[src/rtl/pinbank_pkg.sv]
package pinbank_pkg;

   // Control register indices; byte offset of each is 4 * index.
   localparam int unsigned NUM_CTRL    = 4;
   localparam int unsigned CR_LVL_LO   = 0;
   localparam int unsigned CR_LVL_HI   = 1;
   localparam int unsigned CR_DIR_LO   = 2;
   localparam int unsigned CR_DIR_HI   = 3;

   localparam int unsigned OFS_PADS    = 32'h70;
   localparam int unsigned OFS_IDENT   = 32'h78;
   localparam logic [31:0] IDENT_WORD  = 32'h0100_0C2B;

   function automatic int unsigned ctrl_offset(input int unsigned idx);
      return idx * 4;
   endfunction

endpackage

[src/rtl/pinbank_maskreg.sv]
module pinbank_maskreg #(
   parameter int unsigned HALF_W = 16
) (
   input  logic                clk,
   input  logic                rst_n,
   input  logic                we,
   input  logic [2*HALF_W-1:0] wword,
   output logic [HALF_W-1:0]   q
);
   localparam int unsigned WORD_W = 2 * HALF_W;

   initial begin
      if (HALF_W < 1) $error("pinbank_maskreg: HALF_W must be at least 1");
   end

   logic [HALF_W-1:0] en_bits;
   logic [HALF_W-1:0] val_bits;

   assign en_bits  = wword[WORD_W-1:HALF_W];
   assign val_bits = wword[HALF_W-1:0];

   always_ff @(posedge clk or negedge rst_n) begin
      if (!rst_n)  q <= '0;
      else if (we) q <= (q & ~en_bits) | (val_bits & en_bits);
   end

   AST_UNMASKED_KEEP: assert property (@(posedge clk) disable iff (!rst_n)
      we |=> (((q ^ $past(q)) & ~$past(wword[WORD_W-1:HALF_W])) == '0));
   AST_MASKED_TAKE: assert property (@(posedge clk) disable iff (!rst_n)
      we |=> (((q ^ $past(wword[HALF_W-1:0])) & $past(wword[WORD_W-1:HALF_W])) == '0));
   AST_IDLE_KEEP: assert property (@(posedge clk) disable iff (!rst_n)
      !we |=> $stable(q));

endmodule

[src/rtl/pinbank_sync.sv]
module pinbank_sync #(
   parameter int unsigned WIDTH  = 32,
   parameter int unsigned STAGES = 2
) (
   input  logic             clk,
   input  logic             rst_n,
   input  logic [WIDTH-1:0] din,
   output logic [WIDTH-1:0] dout
);
   initial begin
      if (STAGES < 2 || STAGES > 4) $error("pinbank_sync: STAGES must be 2..4");
      if (WIDTH < 1) $error("pinbank_sync: WIDTH must be at least 1");
   end

   logic [WIDTH-1:0] stg [STAGES];

   for (genvar s = 0; s < STAGES; s++) begin : g_stage
      if (s == 0) begin : g_first
         always_ff @(posedge clk or negedge rst_n) begin
            if (!rst_n) stg[0] <= '0;
            else        stg[0] <= din;
         end
      end else begin : g_next
         always_ff @(posedge clk or negedge rst_n) begin
            if (!rst_n) stg[s] <= '0;
            else        stg[s] <= stg[s-1];
         end
      end
   end

   assign dout = stg[STAGES-1];

endmodule

[src/rtl/pinbank_rdmux.sv]
module pinbank_rdmux
   import pinbank_pkg::*;
#(
   parameter int unsigned ADDR_W = 8,
   parameter int unsigned HALF_W = 16,
   parameter logic [2*HALF_W-1:0] IDENT = '0
) (
   input  logic [ADDR_W-1:0]                  addr,
   input  logic [NUM_CTRL-1:0][HALF_W-1:0]    ctrl,
   input  logic [2*HALF_W-1:0]                pads,
   output logic [2*HALF_W-1:0]                word
);
   always_comb begin
      word = '0;
      for (int unsigned i = 0; i < NUM_CTRL; i++) begin
         if (addr == ADDR_W'(ctrl_offset(i))) word = {{HALF_W{1'b0}}, ctrl[i]};
      end
      if (addr == ADDR_W'(OFS_PADS))  word = pads;
      if (addr == ADDR_W'(OFS_IDENT)) word = IDENT;
   end

endmodule

[src/rtl/pinbank_ctrl.sv]
module pinbank_ctrl
   import pinbank_pkg::*;
#(
   parameter int unsigned NPINS       = 32,
   parameter int unsigned ADDR_W      = 8,
   parameter int unsigned SYNC_STAGES = 2,
   parameter logic [NPINS-1:0] IDENT  = NPINS'(IDENT_WORD)
) (
   input  logic              clk,
   input  logic              rst_n,
   input  logic              wr_en,
   input  logic              rd_en,
   input  logic [ADDR_W-1:0] addr,
   input  logic [NPINS-1:0]  wdata,
   output logic [NPINS-1:0]  rdata,
   input  logic [NPINS-1:0]  pad_in,
   output logic [NPINS-1:0]  pad_out,
   output logic [NPINS-1:0]  pad_oe
);
   localparam int unsigned HALF_W = NPINS / 2;

   initial begin
      if (NPINS % 2 != 0 || NPINS < 2) $error("pinbank_ctrl: NPINS must be even");
      if (ADDR_W < 7) $error("pinbank_ctrl: ADDR_W must reach offset 0x78");
      if (SYNC_STAGES < 2 || SYNC_STAGES > 4) $error("pinbank_ctrl: SYNC_STAGES 2..4");
   end

   logic [NUM_CTRL-1:0][HALF_W-1:0] ctrl_q;
   logic [NPINS-1:0]                pads_sync;
   logic [NPINS-1:0]                rd_word;

   // One masked half-register per control offset.
   for (genvar i = 0; i < NUM_CTRL; i++) begin : g_ctrl
      logic sel;
      assign sel = wr_en && (addr == ADDR_W'(ctrl_offset(i)));
      pinbank_maskreg #(.HALF_W(HALF_W)) u_reg (
         .clk   (clk),
         .rst_n (rst_n),
         .we    (sel),
         .wword (wdata),
         .q     (ctrl_q[i])
      );
   end

   assign pad_out = {ctrl_q[CR_LVL_HI], ctrl_q[CR_LVL_LO]};
   assign pad_oe  = {ctrl_q[CR_DIR_HI], ctrl_q[CR_DIR_LO]};

   pinbank_sync #(.WIDTH(NPINS), .STAGES(SYNC_STAGES)) u_sync (
      .clk   (clk),
      .rst_n (rst_n),
      .din   (pad_in),
      .dout  (pads_sync)
   );

   pinbank_rdmux #(.ADDR_W(ADDR_W), .HALF_W(HALF_W), .IDENT(IDENT)) u_rdmux (
      .addr (addr),
      .ctrl (ctrl_q),
      .pads (pads_sync),
      .word (rd_word)
   );

   always_ff @(posedge clk or negedge rst_n) begin
      if (!rst_n)     rdata <= '0;
      else if (rd_en) rdata <= rd_word;
   end

   // Cycles since reset release, saturating; gates the latency check.
   logic [2:0] warm;
   always_ff @(posedge clk or negedge rst_n) begin
      if (!rst_n)           warm <= '0;
      else if (warm != '1)  warm <= warm + 3'd1;
   end

   logic rd_ctrl;
   logic rd_undef;
   assign rd_ctrl  = (addr == ADDR_W'(ctrl_offset(CR_LVL_LO))) || (addr == ADDR_W'(ctrl_offset(CR_LVL_HI)))
                  || (addr == ADDR_W'(ctrl_offset(CR_DIR_LO))) || (addr == ADDR_W'(ctrl_offset(CR_DIR_HI)));
   assign rd_undef = !rd_ctrl && (addr != ADDR_W'(OFS_PADS)) && (addr != ADDR_W'(OFS_IDENT));

   AST_SYNC_DELAY: assert property (@(posedge clk) disable iff (!rst_n)
      (32'(warm) > SYNC_STAGES) |-> (pads_sync == $past(pad_in, SYNC_STAGES)));
   AST_RDATA_HOLD: assert property (@(posedge clk) disable iff (!rst_n)
      !rd_en |=> $stable(rdata));
   AST_IDENT_READ: assert property (@(posedge clk) disable iff (!rst_n)
      (rd_en && addr == ADDR_W'(OFS_IDENT)) |=> (rdata == IDENT));
   AST_UPPER_ZERO: assert property (@(posedge clk) disable iff (!rst_n)
      (rd_en && rd_ctrl) |=> (rdata[NPINS-1:HALF_W] == '0));
   AST_UNDEF_READ: assert property (@(posedge clk) disable iff (!rst_n)
      (rd_en && rd_undef) |=> (rdata == '0));

endmodule

[config.mk]
export PLATFORM = sky130hd
export DESIGN_NAME = pinbank_ctrl
export DESIGN_NICKNAME = d
export VERILOG_FILES = /design/src/rtl/pinbank_pkg.sv /design/src/rtl/pinbank_maskreg.sv /design/src/rtl/pinbank_sync.sv /design/src/rtl/pinbank_rdmux.sv /design/src/rtl/pinbank_ctrl.sv
export SDC_FILE = /design/constraint.sdc
export NUM_CORES = 1
export LEC_CHECK = 0
export ABC_AREA = 1
export BUFFER_PORTS_ARGS = -buffer_cell sky130_fd_sc_hd__clkbuf_2
export CAP_MARGIN = 20
export CELL_PAD_IN_SITES_DETAIL_PLACEMENT = 0
export CELL_PAD_IN_SITES_GLOBAL_PLACEMENT = 1
export CORE_MARGIN = 2
export CORE_UTILIZATION = 39
export DETAILED_ROUTE_END_ITERATION = 8
export PLACE_DENSITY = 0.76
export SLEW_MARGIN = 0
export SYNTH_ARGS = -nofsm -noshare
export SYNTH_HDL_FRONTEND = slang
export SYNTH_SLANG_ARGS = --single-unit
[constraint.sdc]
create_clock -name clk -period 1.2 [get_ports clk]
set_input_delay 0.3 -clock clk [delete_from_list [all_inputs] [get_ports clk]]
set_output_delay 0.3 -clock clk [all_outputs]
set_load 0.1 [all_outputs]
* Word level (Yosys, flattened, before mapping)
Cells that the tools add are included.
Storage, ports and cells: bits in registers 160, input bits 76, output and inout bits 96, word-level logic and storage cells 33
Operators by class: eq/ne operators 5, mux-type cells 6, bitwise gates (word level) 10, reductions and logical operators 5
Operators by type and width (number):
- $and A16 B16 Y16 | 5
- $mux W16 | 4
- $mux W32 | 2
- $or A16 B16 Y16 | 4
- $eq A8 B4 Y1 const B | 2
- $eq A8 B7 Y1 const B | 2
- $not A16 Y16 | 1
- $eq A8 B3 Y1 const B | 1
- $logic_not A8 Y1 | 1
- $logic_and A1 B1 Y1 | 4

* Depth between registers and ports, before layout
depth after elaboration 7, depth in mapped cells 10, depth with buffers taken out 9

* By module
Synthesis repeated with hierarchy kept, for this count alone.
Second synthesis, totals: cells, all modules 785, area total of the unflattened synthesis 6994.2 sq um
By module, submodules not included:
- pinbank_maskreg | instances 4, cells an instance 83, area an instance 694.4 sq um, seq. area each 400.4 sq um
- pinbank_sync | instances 1, cells an instance 96, area an instance 1841.8 sq um, seq. area each 1601.5 sq um
- pinbank_ctrl | instances 1, cells an instance 149, area an instance 1471.4 sq um, seq. area each 800.8 sq um
- pinbank_rdmux | instances 1, cells an instance 208, area an instance 903.4 sq um, seq. area each 0.0 sq um

* Worst setup path before layout
Ideal clock, no wire load.
kind register to register, start point reg with a tool-made name, end point reg rdata[12], library setup time 0.120 ns, data arrival time 1.345 ns, required time 1.080 ns, setup slack -0.264 ns, stages on the path, launching flop included 6, buffers on the path 0, clock period less this slack 1.464 ns, cell sequence dfrtp_1 -> or2_2 -> nand2_1 -> nand2_1 -> nand2_1 -> nand2_1
RTL lines:
- end signal, assigned | RTL line pinbank_ctrl.sv:64 | else if (rd_en) rdata <= rd_word;
- end, declared | RTL line pinbank_ctrl.sv:15 | output logic [NPINS-1:0] rdata,

* Worst setup path in the final report
start point reg rdata[1], end point out rdata[1]
No word-level cell between the ends.

==> results.sh <==
export IMPL_grt_busiest_layer="met2"
export IMPL_ios=172
export IMPL_final_cells=1203
export IMPL_synth_top_flop_cell="dfrtp_1"
export IMPL_crit_slowest_cell="dfrtp_1"
export IMPL_grt_pass1_wl_mm=30.9
export IMPL_cp_num_buf_inv=1
export IMPL_wl_per_cell_um=16.7
export IMPL_rr_worst_depth=6
export IMPL_drtPass1Iterations=4
export IMPL_drive_above_1_share=0.465
export IMPL_end_kind="primary output"
export IMPL_failed_checks="setup timing"
export IMPL_cap_violations=0
export IMPL_numCtsBuffers=17
export IMPL_ir_worst_vdd_mv=1.13
export IMPL_min_path_cells=1
export IMPL_synth_edf_count=0
export IMPL_grt_pass1_vias=5916
export IMPL_max_freq_ghz=0.738
export IMPL_io_buffer_count=171
export IMPL_cts_tree="yes"
export IMPL_skew_ns=0.00562
export IMPL_rows=46
export IMPL_grt_total_usage=0.243
export IMPL_hold_path_class="input port to register"
export IMPL_fin_ws_ns=-0.155
export IMPL_holdPathEnd="u_sync.stg[34]"
export IMPL_leakage_nw=5.15
export IMPL_worstMarginPinSlew_ns=0.356
export IMPL_setup_violations=96
export IMPL_rrSetupSlack_ns=0.01
export IMPL_grt_met3_usage=0.0541
export IMPL_grt_antenna_before_repair=0
export IMPL_hpwl_mm=13.3
export IMPL_ys_types=25
export IMPL_h_tree_depth=4
export IMPL_timing_hold_ws_ns=0.0199
export IMPL_grt_overflow=0
export IMPL_clk_pin_slew_worst_paths_ns=0.06
export IMPL_fin_crit_ns=1.35
export IMPL_synth_seq_area_share=0.648
export IMPL_power_density_nw_per_um2=1160
export IMPL_r2r_end="rdata[4]"
export IMPL_cp_top_family="flip-flops"
export IMPL_avgViaCountPerCell=4.82
export IMPL_finalCritPeriodShare=1.13
export IMPL_fp_coreArea_um2=15700
export IMPL_route_detailed_drc=0
export IMPL_place_gp_congestion=0.898
export IMPL_vias=5803
export IMPL_drtAntennaViolNets=0
export IMPL_gr_usage_met1=0.316
export IMPL_critPathKind="register to primary output"
export IMPL_path_cells="buf_12"
export IMPL_initial_core_util=0.395
export IMPL_wl_mm=20.1
export IMPL_use_met2=0.389
export IMPL_placed_cells=1051
export IMPL_fin_nets=1051
export IMPL_slowest_delay_ns=0.43
export IMPL_cts_root_buf="clkbuf_16"
export IMPL_max_clock_path_buffers=2
export IMPL_die_area_um2=16900
export IMPL_cp_start_kind="register"
export IMPL_required_ns=0.90
export IMPL_p_total_mw=12.8
export IMPL_hold_start="pad_in[2]"
export IMPL_clock_latency_ns=0.42
export IMPL_slew_headroom=0.761
export IMPL_synth_cells=639
export IMPL_crit_fanout=2
export IMPL_grt_setup_unrepaired="true"
export IMPL_synth_area_um2=6180
export IMPL_grt_max_degree=33
export IMPL_die_y_um=130
export IMPL_status="finished with violations"
export IMPL_synth_fp_nets=715
export IMPL_area_growth_syn_to_layout_pct=78.3
export IMPL_diodes=0
export IMPL_async_flop_share=1.00
export IMPL_syn_area_per_cell_um2=9.67
export IMPL_drv_slew=0
export IMPL_clock_sinks=160
export IMPL_die_w_um=130
export IMPL_dr_first_iter_drc_count=343
export IMPL_arrival_ns=1.05
export IMPL_final_hold_viol_count=0
export IMPL_yosysWarnings=0
export IMPL_ys_seq_elements=160
worst max-delay path by stage:
stage	start	end	slack, ns	cells after the start
2_1_floorplan	addr[1]	register	-0.13	9
3_3_place_gp	addr[1]	register	-0.39	9
3_5_place_dp	addr[1]	register	-0.42	9
4_1_cts	rdata[1]	rdata[1]	-0.17	1
5_1_grt	rdata[26]	rdata[26]	-0.18	1
6_report	rdata[1]	rdata[1]	-0.15	1
routing by layer:
metal  up-vias  wire, um
li1       2742         -
met1      2793      8190
met2       224      9850
met3        44      1400
met4         0       615
met5         -         0
repair_timing:
action / in CTS / in global routing
hold buffers: 31 / 0
endpoints found under the setup margin: 96 / 145
resized for setup: 0 / 16
pin swaps: 0 / 14
endpoints found under the hold margin: 54 / 0
cloned: 0 / 2
buffers inserted: 68 / 23
power by group:
part,internal (mW),switching [mW],total [mW]
clock network,3.01,2.25,5.26
registers,5.59,0.131,5.72
logic,0.682,1.09,1.77
cells in the mapped netlist, types with 5 or more instances:
library cell / count / area [um^2]
a21oi_1: 5 / 25.0
nand3_1: 60 / 300
buf_2: 8 / 40.0
buf_6: 5 / 56.3
nand4_1: 6 / 37.5
o21ai_1: 37 / 185
o21ai_0: 39 / 195
nand2_1: 229 / 860
inv_1: 24 / 90.1
nor2_1: 36 / 135
dfrtp_1: 160 / 4000
cells in the final DEF, fill, tap and decap left out, drive strengths merged:
cell type      n
nor2          43
clkbuf        95
or2            4
a21oi          6
nor3           2
o21ai         76
buf          228
inv           31
nand4          6
nand3         60
clkinvlp       2
dlygate4sd3   31
nor4           2
clkinv         5
nand2        235
dfrtp        160
bufinv         1
final cells by class:
cell class / instances / area, um^2
Inverter: 27 / 135
Fill cell: 1168 / 4640
Multi-Input combinational cell: 434 / 2100
Sequential cell: 160 / 4080
Clock buffer: 19 / 453
Timing Repair Buffer: 335 / 3840
Tap cell: 216 / 270
Clock inverter: 12 / 125
logic make-up (layout without fill, tap and decap cells):
logic type / Yosys count / in the layout / synth area share
and+or+nand+nor: 352 / 352 / 0.249
DFF: 160 / 160 / 0.648
buffers and inverters: 45 / 393 / 0.0358
AOI/OAI and AO/OA: 82 / 82 / 0.0670
through the flow:
stage / utilization / cell area [um^2] / setup slack, ns / setup TNS (ns)
floorplan: - / 6430 / -0.134 / -4.09
global placement: 0.598 / 9370 / -0.387 / -31.47
detailed placement: 0.598 / 9370 / -0.425 / -33.88
CTS: 0.688 / 10800 / -0.173 / -13.22
global route: 0.703 / 11000 / -0.181 / -14.47
finish: 0.703 / 11000 / -0.155 / -11.45
No activity file was read; power rests on OpenSTA's default activity.
